==> config.mk <==
export PLATFORM = sky130hd
export DESIGN_NAME = lvds_slot_formatter
export DESIGN_NICKNAME = d
export VERILOG_FILES = /design/src/rtl/lsf_pkg.sv /design/src/rtl/lsf_ctrl.sv /design/src/rtl/lsf_datapath.sv /design/src/rtl/lvds_slot_formatter.sv
export SDC_FILE = /design/constraint.sdc
export NUM_CORES = 1
export LEC_CHECK = 0
export BUFFER_PORTS_ARGS = -buffer_cell sky130_fd_sc_hd__buf_2
export CORE_MARGIN = 2
export CORE_UTILIZATION = 40
export CTS_CLUSTER_SIZE = 40
export DETAILED_ROUTE_END_ITERATION = 8
export PLACE_DENSITY = 0.64
export SLEW_MARGIN = 5
export SYNTH_ARGS = -nofsm -noshare
export SYNTH_HDL_FRONTEND = slang
export SYNTH_SLANG_ARGS = --single-unit
export TNS_END_PERCENT = 5
==> constraint.sdc <==
create_clock -name clk -period 1.9 [get_ports clk]
set_input_delay 0 -clock clk [delete_from_list [all_inputs] [get_ports clk]]
set_output_delay 0 -clock clk [all_outputs]
set_load 0.005 [all_outputs]
==> src/rtl/lsf_pkg.sv <==
package lsf_pkg;
  localparam int SLOTS   = 7;
  localparam int PAIRS   = 4;
  localparam int COLOR_W = 8;
  localparam int PIX_W   = 3 * COLOR_W;
  localparam int SRC_W   = PIX_W + 4;          // colours, HS, VS, DE, constant zero
  localparam int CODE_W  = $clog2(SRC_W);
  localparam logic [SLOTS-1:0] CLK_PATTERN = 7'b1100011;

  typedef struct packed {
    logic capture;   // take a new pixel into the holding register
    logic load;      // move the current words into the shift registers
  } lsfCtrl_t;

  // Source index codes: red n -> n, green n -> 8+n, blue n -> 16+n,
  // 24 HS, 25 VS, 26 DE, 27 constant zero.
  function automatic logic [CODE_W-1:0] slotSource(input logic lsbLayout,
                                                   input int pair, input int slot);
    int base;
    case (pair * SLOTS + slot)
      0: base = 2;   1: base = 1;   2: base = 0;   3: base = 3;
      4: base = 4;   5: base = 5;   6: base = 8;
      7: base = 11;  8: base = 10;  9: base = 9;   10: base = 12;
      11: base = 13; 12: base = 16; 13: base = 17;
      14: base = 20; 15: base = 19; 16: base = 18; 17: base = 21;
      18: base = 24; 19: base = 25; 20: base = 26;
      21: base = 14; 22: base = 7;  23: base = 6;  24: base = 15;
      25: base = 22; 26: base = 23; default: base = 27;
    endcase
    if (lsbLayout && base < PIX_W) begin
      // LSB layout: colour bits step up by two on Y0..Y2, down by six on Y3
      base = (pair == PAIRS - 1) ? base - 6 : base + 2;
    end
    return CODE_W'(base);
  endfunction
endpackage

==> src/rtl/lsf_ctrl.sv <==
module lsf_ctrl
  import lsf_pkg::*;
#(
  parameter int NUM_SLOTS = SLOTS
) (
  input  logic     clk,
  input  logic     rstN,
  output lsfCtrl_t ctrl,
  output logic     pixTick
);
  localparam int PHASE_W = $clog2(NUM_SLOTS);
  localparam logic [PHASE_W-1:0] LAST_PHASE = PHASE_W'(NUM_SLOTS - 1);

  logic [PHASE_W-1:0] phase;

  always_ff @(posedge clk or negedge rstN) begin
    if (!rstN)                    phase <= '0;
    else if (phase == LAST_PHASE) phase <= '0;
    else                          phase <= phase + 1'b1;
  end

  assign pixTick      = (phase == LAST_PHASE);
  assign ctrl.capture = pixTick;
  assign ctrl.load    = pixTick;

  AST_PHASE_RANGE: assert property (@(posedge clk) disable iff (!rstN)
    phase <= LAST_PHASE);
  AST_TICK_WRAP: assert property (@(posedge clk) disable iff (!rstN)
    $past(pixTick) |-> (phase == '0));
  AST_TICK_SINGLE: assert property (@(posedge clk) disable iff (!rstN)
    pixTick |=> !pixTick);
endmodule

==> src/rtl/lsf_datapath.sv <==
module lsf_datapath
  import lsf_pkg::*;
(
  input  logic                         clk,
  input  logic                         rstN,
  input  lsfCtrl_t                     ctrl,
  input  logic                         lsbOnY3,
  input  logic                         mode18,
  input  logic [PIX_W-1:0]             pixRgb,
  input  logic                         pixHs,
  input  logic                         pixVs,
  input  logic                         pixDe,
  output logic [PAIRS-1:0][SLOTS-1:0]  wordY,
  output logic [PAIRS-1:0]             serY,
  output logic                         serClk
);
  logic [PIX_W-1:0] pixReg;
  logic             hsReg, vsReg, deReg, lsbReg, m18Reg;
  logic [SRC_W-1:0] srcVec;
  logic [PAIRS-1:0][SLOTS-1:0] shiftY;
  logic [SLOTS-1:0] shiftClk;

  always_ff @(posedge clk or negedge rstN) begin
    if (!rstN) begin
      pixReg <= '0; hsReg <= 1'b0; vsReg <= 1'b0; deReg <= 1'b0;
      lsbReg <= 1'b0; m18Reg <= 1'b0;
    end else if (ctrl.capture) begin
      pixReg <= pixRgb; hsReg <= pixHs; vsReg <= pixVs; deReg <= pixDe;
      lsbReg <= lsbOnY3; m18Reg <= mode18;
    end
  end

  assign srcVec = {1'b0, deReg, vsReg, hsReg,
                   pixReg[COLOR_W-1:0],             // blue
                   pixReg[2*COLOR_W-1:COLOR_W],     // green
                   pixReg[PIX_W-1:2*COLOR_W]};      // red

  for (genvar p = 0; p < PAIRS; p++) begin : g_pair
    for (genvar s = 0; s < SLOTS; s++) begin : g_slot
      localparam logic [CODE_W-1:0] CODE_M = slotSource(1'b0, p, s);
      localparam logic [CODE_W-1:0] CODE_L = slotSource(1'b1, p, s);
      if (p == PAIRS - 1) begin : g_last
        assign wordY[p][SLOTS-1-s] = m18Reg ? 1'b0 : srcVec[lsbReg ? CODE_L : CODE_M];
      end else begin : g_main
        assign wordY[p][SLOTS-1-s] = srcVec[(lsbReg || m18Reg) ? CODE_L : CODE_M];
      end
    end

    always_ff @(posedge clk or negedge rstN) begin
      if (!rstN)          shiftY[p] <= '0;
      else if (ctrl.load) shiftY[p] <= wordY[p];
      else                shiftY[p] <= {shiftY[p][SLOTS-2:0], 1'b0};
    end
    assign serY[p] = shiftY[p][SLOTS-1];

    AST_SER_FIRST_SLOT: assert property (@(posedge clk) disable iff (!rstN)
      $past(ctrl.load) |-> (serY[p] == $past(wordY[p][SLOTS-1])));
  end

  always_ff @(posedge clk or negedge rstN) begin
    if (!rstN)          shiftClk <= '0;
    else if (ctrl.load) shiftClk <= CLK_PATTERN;
    else                shiftClk <= {shiftClk[SLOTS-2:0], 1'b0};
  end
  assign serClk = shiftClk[SLOTS-1];

  AST_CTRL_SLOTS: assert property (@(posedge clk) disable iff (!rstN)
    $past(ctrl.capture) |-> (wordY[2][2:0] == {$past(pixHs), $past(pixVs), $past(pixDe)}));
  AST_Y3_LAST_ZERO: assert property (@(posedge clk) disable iff (!rstN)
    wordY[PAIRS-1][0] == 1'b0);
  AST_Y3_QUIET: assert property (@(posedge clk) disable iff (!rstN)
    $past(ctrl.capture && mode18) |-> (wordY[PAIRS-1] == '0));
  AST_CLK_EDGE: assert property (@(posedge clk) disable iff (!rstN)
    $past(ctrl.load) |-> serClk);
  AST_WORD_HOLD: assert property (@(posedge clk) disable iff (!rstN)
    !$past(ctrl.capture) |-> $stable(wordY));
endmodule

==> src/rtl/lvds_slot_formatter.sv <==
module lvds_slot_formatter
  import lsf_pkg::*;
(
  input  logic        clk,
  input  logic        rstN,
  input  logic        lsbOnY3,
  input  logic        mode18,
  input  logic [23:0] pixRgb,
  input  logic        pixHs,
  input  logic        pixVs,
  input  logic        pixDe,
  output logic        pixTick,
  output logic [6:0]  wordY0,
  output logic [6:0]  wordY1,
  output logic [6:0]  wordY2,
  output logic [6:0]  wordY3,
  output logic [3:0]  serY,
  output logic        serClk
);
  lsfCtrl_t ctrl;
  logic [PAIRS-1:0][SLOTS-1:0] wordY;

  lsf_ctrl #(.NUM_SLOTS(SLOTS)) u_ctrl (
    .clk(clk), .rstN(rstN), .ctrl(ctrl), .pixTick(pixTick));

  lsf_datapath u_dp (
    .clk(clk), .rstN(rstN), .ctrl(ctrl),
    .lsbOnY3(lsbOnY3), .mode18(mode18),
    .pixRgb(pixRgb), .pixHs(pixHs), .pixVs(pixVs), .pixDe(pixDe),
    .wordY(wordY), .serY(serY), .serClk(serClk));

  assign wordY0 = wordY[0];
  assign wordY1 = wordY[1];
  assign wordY2 = wordY[2];
  assign wordY3 = wordY[3];
endmodule

== After elaboration in Yosys (flattened, before gate mapping) ==
Cells that the tools add are included.
Word-level totals
  bits in registers: 67
  input port bits: 31
  output and inout port bits: 34
  logic and storage cells: 123
Operators by class
  add/subtract/negate cells: 1
  order comparisons: 24
  equal/unequal tests: 1
  muxes and demuxes: 84
  reductions and logical operators: 1
Operator list (number)
  < comparator 5 x 6 -> 1 bit, second input constant: 24
  binary-select mux 1 bit (select 5 bit): 24
  two-way mux 3 bit: 13
  two-way mux 7 bit: 5
  two-way mux 1 bit: 30
  two-way mux 2 bit: 12
  adder 3 x 1 -> 3 bit, second input constant: 1
  equality test 3 bit, second input constant: 1
  logical OR 1 bit: 1

== Logic depth before layout (Yosys ltp) ==
Gate-level depths: netlist (run 1).
  word-level depth: 5
  depth in mapped cells: 6

== By module ==
Synthesis (run 1) repeated with hierarchy kept, for this count alone.
Unflattened totals
  cells, all modules: 250
  area total of the unflattened synthesis: 2894.0 µm²
Modules (own cells, without submodules)
  lsf_datapath: times used 1, cells each 238, area an instance 2755.1 µm²
  lsf_ctrl: times used 1, cells each 12, area an instance 138.9 µm²

== Least setup slack after synthesis (run 1) ==
OpenSTA, ideal clock, no wires.
  path type: flip-flop to flip-flop
  from: register u_dp.m18Reg
  to: register u_dp.shiftY[12] (netlist name)
  data arrival time: 1.370 ns
  slack: 0.405 ns
  stages on the path, launching flop included: 6
  period minus slack after synthesis: 1.495 ns
  path through: dfrtp_1 buf_6 nor2_8 buf_12 mux2_4 mux2_4
Between the ends
  longest elaborated chain between the ends: 5
RTL lines
  start, declared: RTL line lsf_datapath.sv:18  | logic hsReg, vsReg, deReg, lsbReg, m18Reg;
  start signal, assigned: RTL line lsf_datapath.sv:29  | lsbReg <= lsbOnY3; m18Reg <= mode18;
  logical OR 1 bit: RTL line lsf_datapath.sv:45  | assign wordY[p][SLOTS-1-s] = srcVec[(lsbReg || m18Reg) ? CODE_L : CODE_M];
  two-way mux 3 bit: RTL line lsf_datapath.sv:45
  binary-select mux 1 bit (select 5 bit): RTL line lsf_datapath.sv:45
  two-way mux 1 bit: RTL line lsf_datapath.sv:45
  net wordY1[5]: RTL line lvds_slot_formatter.sv:14  | output logic [6:0] wordY1,
  two-way mux 7 bit: RTL line lsf_datapath.sv:51  | else if (ctrl.load) shiftY[p] <= wordY[p];
  end signal, assigned by index: RTL line lsf_datapath.sv:51
  end signal, assigned by index: RTL line lsf_datapath.sv:52  | else shiftY[p] <= {shiftY[p][SLOTS-2:0], 1'b0};
  end, declared: RTL line lsf_datapath.sv:20  | logic [PAIRS-1:0][SLOTS-1:0] shiftY;
The timed path passes the listed nets, and every way through them passes these cells. The select of a mux whose other input is x is not followed.
A chain may end at the register's enable or synchronous reset.

== Worst setup path in the final report (run 1) ==
  from: register u_dp.m18Reg
  to: output port wordY0[0]
Between the ends
  longest elaborated chain between the ends: 4
RTL lines
  logical OR 1 bit: RTL line lsf_datapath.sv:45
  two-way mux 2 bit: RTL line lsf_datapath.sv:45
  binary-select mux 1 bit (select 5 bit): RTL line lsf_datapath.sv:45
  two-way mux 1 bit: RTL line lsf_datapath.sv:45
  end, declared: RTL line lvds_slot_formatter.sv:13  | output logic [6:0] wordY0,
Every way passes these cells. The select of a mux whose other input is x is not followed.

==> flow_summary.ini, run 1 <==
[yosys]
ys_seq_area_share_pct = 57.3
avgSynthCellArea_um2 = 15.6
synth_edf_count = 0
synth_nets = 216
synth_top_area_share_pct = 57.3
syn_inst = 185
synth_area_leaders = dfrtp_1, mux2_2, mux2_4, buf_6, mux2i_1
async_flop_share_pct = 100
yosysTopAreaCell = dfrtp_1
ys_types = 18
synth_commonest_cells = dfrtp_1, mux2_2, mux2_4, buf_4
yosys_register_bits = 66
synth.most_common_cell = dfrtp_1
yosysWarningCount = 0
ys.flop_type = dfrtp_1
synth.cell_area_um2 = 2880

[floorplanning]
core-area_um2 = 6870
dieArea_um2 = 7900
ios = 65
start_util_pct = 41.9
fp.dieH_um = 88.9
die_w_um = 88.9
rows = 30

[critical_path]
critPathSlowestCell = dfrtp_1
end_kind = primary output
slowest_delay_ns = 0.44
critical_path.max_fanout = 18
worstPathCellList = nor2_8, mux2_2, buf_2
critPathLaunchType = register
worstPathRequired_ns = 1.90
crit_arrival_ns = 1.69
crit_type = register to primary output

[detailed_routing]
wl_per_cell_um = 14.3
wl_um = 5390
drc = 0
via_per_inst = 4.59
vias = 1730
drt_iter0_markers = 54
drt_pass1_iterations = 4
ant_nets = 0

[outcome]
status = completed

[timing]
max_clock_freq_ghz = 0.591
period_share_pct = 89.1
fin_skew_ns = 0.00716
slew_violations = 0
fin_crit_ns = 1.69
grt_setup_unrepaired = false
hold_viol = 0
fin_setup_tns_ns = 0
setup_violations = 0

[cells_and_area]
syn_to_final_growth_pct = 28.4
nets = 308
stdcell_count = 377
drive_above_1_share_pct = 55.2
diodes = 0

[power]
power_density_nw_per_um2 = 775
total_leakage_power_uw = 0.00171
irDropWorstVdd_mv = 0.463

[worst_hold_path]
hold_class = input pin to async pin

[clock_network]
clock_path_buffers = 2
clk_pin_slew_ns = 0.07
worstSkewPairLatency_ns = 0.34
cts_buffers = 9
htreeDepth = 3
cts_root_buf = clkbuf_8
clock-sinks = 66
cts_tree = done

[global_routing]
grt_pass1_vias = 1805
track_usage_pct = 15.3
overflow = 0
antenna_found_initial = 0
grt_max_degree = 67
grt_pass1_wl_um = 8900

[placed_design]
port_buffers = 63
dp_hpwl_um = 3520
placed_cells = 332
place_congestion = 0.677

[run]
drv_cap = 0
routing by layer:
layer  GRT usage, %  vias to the layer above  share of wire (%)
met5              0                        -                  0
met2           23.1                       50                 46
met1           20.1                      856                 46
met3           6.06                        9                6.4
li1               -                      815                  -
met4           4.96                        0                1.4
cells in the final DEF, fill, tap and decap left out:
cell	instances
conb_1	1
mux2_2	54
mux2_4	16
dlygate4sd3_1	30
inv_1	1
buf_2	63
clkbuf_1	1
nand3_2	1
clkbuf_8	11
a21oi_1	1
dfrtp_1	66
inv_2	1
nand2b_1	5
o21ai_0	1
nor2_1	6
buf_12	3
clkinv_2	3
mux2i_1	7
and2_1	6
buf_4	2
nor3_1	1
nor2_8	1
stage by stage:
step                util, %  cell area, µm²  hold slack [ns]  total power, µW  worst slack, ns
floorplan                 -            2880           -0.296             1700            0.405
global placement       47.0            3230           0.0461             1810            0.347
detailed placement     47.0            3230           0.0469             1820            0.310
CTS                    53.8            3700            0.209             2910            0.185
global route           53.8            3700            0.226             3010            0.149
finish                 53.8            3700            0.209             2870            0.207
repair_timing:
action	4_1_cts	5_1_grt
hold buffers	30	0
setup buffers	0	0
setup endpoints to repair	0	0
gates resized for setup	0	0
hold endpoints to repair	95	0
worst max-delay path, delay by kind of cell (launching register included):
family / cells / cell delay (ns)
multiplexers: 1 / 0.40
flip-flops: 1 / 0.44
buffers and inverters: 1 / 0.13
AND/OR/NAND/NOR: 1 / 0.37
power by group:
group | internal (µW) | leakage [µW] | total [µW] | switching, µW
sequential | 1480 | 0.000781 | 1520 | 39.1
combinational | 197 | 0.000837 | 319 | 122
clock | 531 | 0.0000920 | 1030 | 502
total | 2200 | 0.00171 | 2870 | 663
state kept, by name, summed over array words and instances (netlist names):
| name | count |
|---|---|
| u_dp.pixReg | 24 |
| u_dp.shiftY | 23 |
| u_dp.shiftClk | 7 |
| u_dp.serY | 4 |
| u_ctrl.phase | 3 |
| u_dp.deReg | 1 |
| u_dp.hsReg | 1 |
| u_dp.lsbReg | 1 |
| u_dp.m18Reg | 1 |
| u_dp.vsReg | 1 |
area by class of cell:
class / count / area (µm²)
repair buffers: 98 / 691
well taps: 96 / 120
inverters: 2 / 7.51
flip-flops and latches: 66 / 1650
multi-input cells: 100 / 1060
clock inverters: 3 / 15.0
clock buffers: 12 / 155
fillers: 604 / 3170
cells by family after synthesis:
kind of cell | after synthesis | synth area share (%)
simple gates | 20 | 4.39
flops | 66 | 57.3
mux | 77 | 31.9
other cells | 1 | 0.130
compound gates | 2 | 0.347
buf+inv | 19 | 5.95
path summary, 6_finish.rpt:
path                                       startpoint                           to  slack, ns  cells after the start
min reg2reg                u_dp.shiftClk[4]$_DFF_PN0_   u_dp.shiftClk[5]$_DFF_PN0_       0.42                      1
min                                              rstN    u_dp.shiftY[14]$_DFF_PN0_       0.21                      3
min in group clk                           pixRgb[17]  u_dp.pixReg[17]$_DFFE_PN0N_       0.42                      3
max                           u_dp.m18Reg$_DFFE_PN0N_                    wordY0[0]       0.21                      3
max in group asynchronous                        rstN   u_dp.shiftClk[4]$_DFF_PN0_       1.41                      3
max reg2reg                   u_dp.m18Reg$_DFFE_PN0N_    u_dp.shiftY[19]$_DFF_PN0_       0.30                      3
Note: power is estimated with default switching activity, not from simulation.
==> run 2: changes to the inputs <==
--- a/config.mk
+++ b/config.mk
@@ -14,5 +14,6 @@
 export SLEW_MARGIN = 5
 export SYNTH_ARGS = -nofsm -noshare
 export SYNTH_HDL_FRONTEND = slang
+export SYNTH_HIERARCHICAL = 1
 export SYNTH_SLANG_ARGS = --single-unit
 export TNS_END_PERCENT = 5
==> run 2 against run 1 <==
Final cell count grew 16%; flip-flop and latch count stayed put; synthesized cell count increased by 35%; non-clock buffer count is 2 higher; critical path type unchanged; worst setup slack got worse by 0.049 ns; clock power is 26% higher; sequential power about the same; sequential share of layout area decreased by 0.70 points; total power is 9.5% higher; first-iteration DRC count rose to 2.7 times the previous value; hold slack got worse by 0.0050 ns.
==> flow_summary.ini, run 2 <==
[cells_and_area]
nets = 366
largest_register = u_dp/pixReg
reg_top3 = u_dp/pixReg (24), u_dp/shiftY (23), u_dp/shiftClk (7)
mostFrequentLayoutCells = dfrtp_1, buf_2, mux2_2
stdcell_count = 439
syn_to_final_growth_pct = 29.8
largest_reg_flops = 24
fillers = 648
drive_above_1_share_pct = 35.6
design_area_um2 = 3760
final_common_cell = dfrtp_1
diodes = 0

[yosys]
yosysTopAreaCell = dfrtp_1
async_flop_share_pct = 100
synth.most_common_cell = dfrtp_1
synth_nets = 281
yosysWarningCount = 6
avgSynthCellArea_um2 = 11.6
ys_seq_area_share_pct = 57.1
synth_commonest_cells = dfrtp_1, mux2_2, nor2_1, nand2_1, or3b_1
ys_types = 26
yosys_register_bits = 66
syn_inst = 250
ys.flop_type = dfrtp_1
synth.cell_area_um2 = 2890
synth_edf_count = 0
synth_top_area_share_pct = 57.1
synth_area_leaders = dfrtp_1, mux2_2, or3b_1, a31oi_1, nor2_1

[timing]
slew_violations = 0
grt_setup_unrepaired = false
hold_viol = 0
period_share_pct = 91.7
max_clock_freq_ghz = 0.574
fin_crit_ns = 1.74
fin_skew_ns = 0.0107
fin_setup_tns_ns = 0
setup_violations = 0

[critical_path]
crit_start = u_dp/m18Reg$_DFFE_PN0P_
worstPathRequired_ns = 1.90
worstPathCellList = buf_4, or3b_1, nand2_1, buf_2
r2r-start = u_ctrl/phase[0]$_DFF_PN0_
critPathSlowestCell = dfrtp_1
end_kind = primary output
crit_type = register to primary output
critical_path.max_fanout = 38
critPathLaunchType = register
slowest_delay_ns = 0.45
crit_arrival_ns = 1.74

[placed_design]
port_buffers = 63
placed_cells = 393
placed_area_um2 = 3240
dp_hpwl_um = 3840
place_congestion = 0.739

[global_routing]
grt_pass1_vias = 1942
overflow = 0
track_usage_pct = 16.2
use_met1_pct = 23.2
met2_usage_pct = 22.7
top_usage_layer = met1
grt_max_degree = 62
met3_usage_pct = 3.42
grt_pass1_wl_um = 9450
antenna_found_initial = 0

[clock_network]
clock_path_buffers = 2
clock-sinks = 66
cts_buffers = 9
htreeDepth = 3
cts_resized = 0
clk_pin_slew_ns = 0.08
cts_tree = done
cts_root_buf = clkbuf_8
worstSkewPairLatency_ns = 0.35

[floorplanning]
rows = 31
core-area_um2 = 7140
start_util_pct = 40.6
fp.dieH_um = 89.1
ios = 65
dieArea_um2 = 7930
die_w_um = 89.1

[detailed_routing]
drc = 0
drt_iter0_markers = 148
drt_pass1_iterations = 4
wl_per_cell_um = 13.8
via_per_inst = 4.79
vias = 2102
wl_um = 6040
ant_nets = 0

[power]
total_leakage_power_uw = 0.00175
irDropWorstVdd_mv = 0.423
power_density_nw_per_um2 = 836

[outcome]
status = completed

[worst_hold_path]
hold_class = input pin to async pin

[run]
drv_cap = 0
[run 2: cell count changes after synthesis, moves of 9 or more]
cell     before  now
o21ai_1       0    9
a31oi_1       0   16
nand2_1       0   18
nor2_1        6   22
mux2_4       16    0
or3b_1        0   18
mux2_2       54   31
[run 2: metrics by stage]
step	hold slack, ns	utilization [%]	power (µW)	setup slack, ns
after CTS	0.214	52.6	3170	0.170
after global placement	0.0492	45.4	1810	0.466
final	0.204	52.6	3140	0.158
after global routing	0.267	52.6	3270	0.0680
after floorplan	-0.296	-	1690	0.253
after detailed placement	0.0527	45.4	1820	0.426
[run 2: final timing paths]
check                      slack, ns                          to  cells past startpoint
max                             0.16                   wordY2[4]                      4
min                             0.20   u_dp/shiftY[23]$_DFF_PN0_                      3
max reg2reg                     0.39      u_dp/vsReg$_DFFE_PN0P_                      4
min reg2reg                     0.43   u_ctrl/phase[0]$_DFF_PN0_                      1
max in group asynchronous       1.30  u_dp/shiftClk[1]$_DFF_PN0_                      3
min in group clk                0.42  u_dp/pixReg[0]$_DFFE_PN0P_                      3
[run 2: report_power, final]
part | switching, µW | total (µW) | internal [µW]
sequential | 36.3 | 1510 | 1480
clock | 532 | 1300 | 770
combinational | 154 | 324 | 170
total | 722 | 3140 | 2420
[run 2: area by class of cell]
| cell class | count | area (µm²) | share of cell area, % |
|---|---|---|---|
| tap | 99 | 124 | 3.30 |
| inverter | 6 | 22.5 | 0.599 |
| multi-input combinational | 152 | 1060 | 28.2 |
| sequential | 66 | 1650 | 44.0 |
| clock buffer | 11 | 141 | 3.76 |
| timing repair buffer | 100 | 681 | 18.1 |
| clock inverter | 5 | 77.6 | 2.06 |
[run 2: cell families after synthesis]
family,synth area share (%)
AOI/OAI and AO/OA,8.65
buffers and inverters,6.31
DFF,57.1
muxes,14.5
other,0.130
and+or+nand+nor,13.4
[run 2: worst max-delay path, delay by kind of cell, from the launching register on]
family | cells | cell delay [ns]
AND/OR/NAND/NOR | 2 | 0.56
flip-flops | 1 | 0.45
buffers and inverters | 2 | 0.39
[run 2: repair_timing]
| item | 4_1_cts | 5_1_grt |
|---|---|---|
| endpoints found under the hold margin | 95 | 0 |
| buffers inserted | 0 | 0 |
| hold buffers | 30 | 0 |
[run 2: layer usage]
| layer | vias up | routed length [µm] |
|---|---|---|
| met5 | - | 0 |
| met4 | 0 | 150 |
| met3 | 11 | 300 |
| met2 | 48 | 2770 |
| met1 | 1013 | 2830 |
| li1 | 1030 | - |
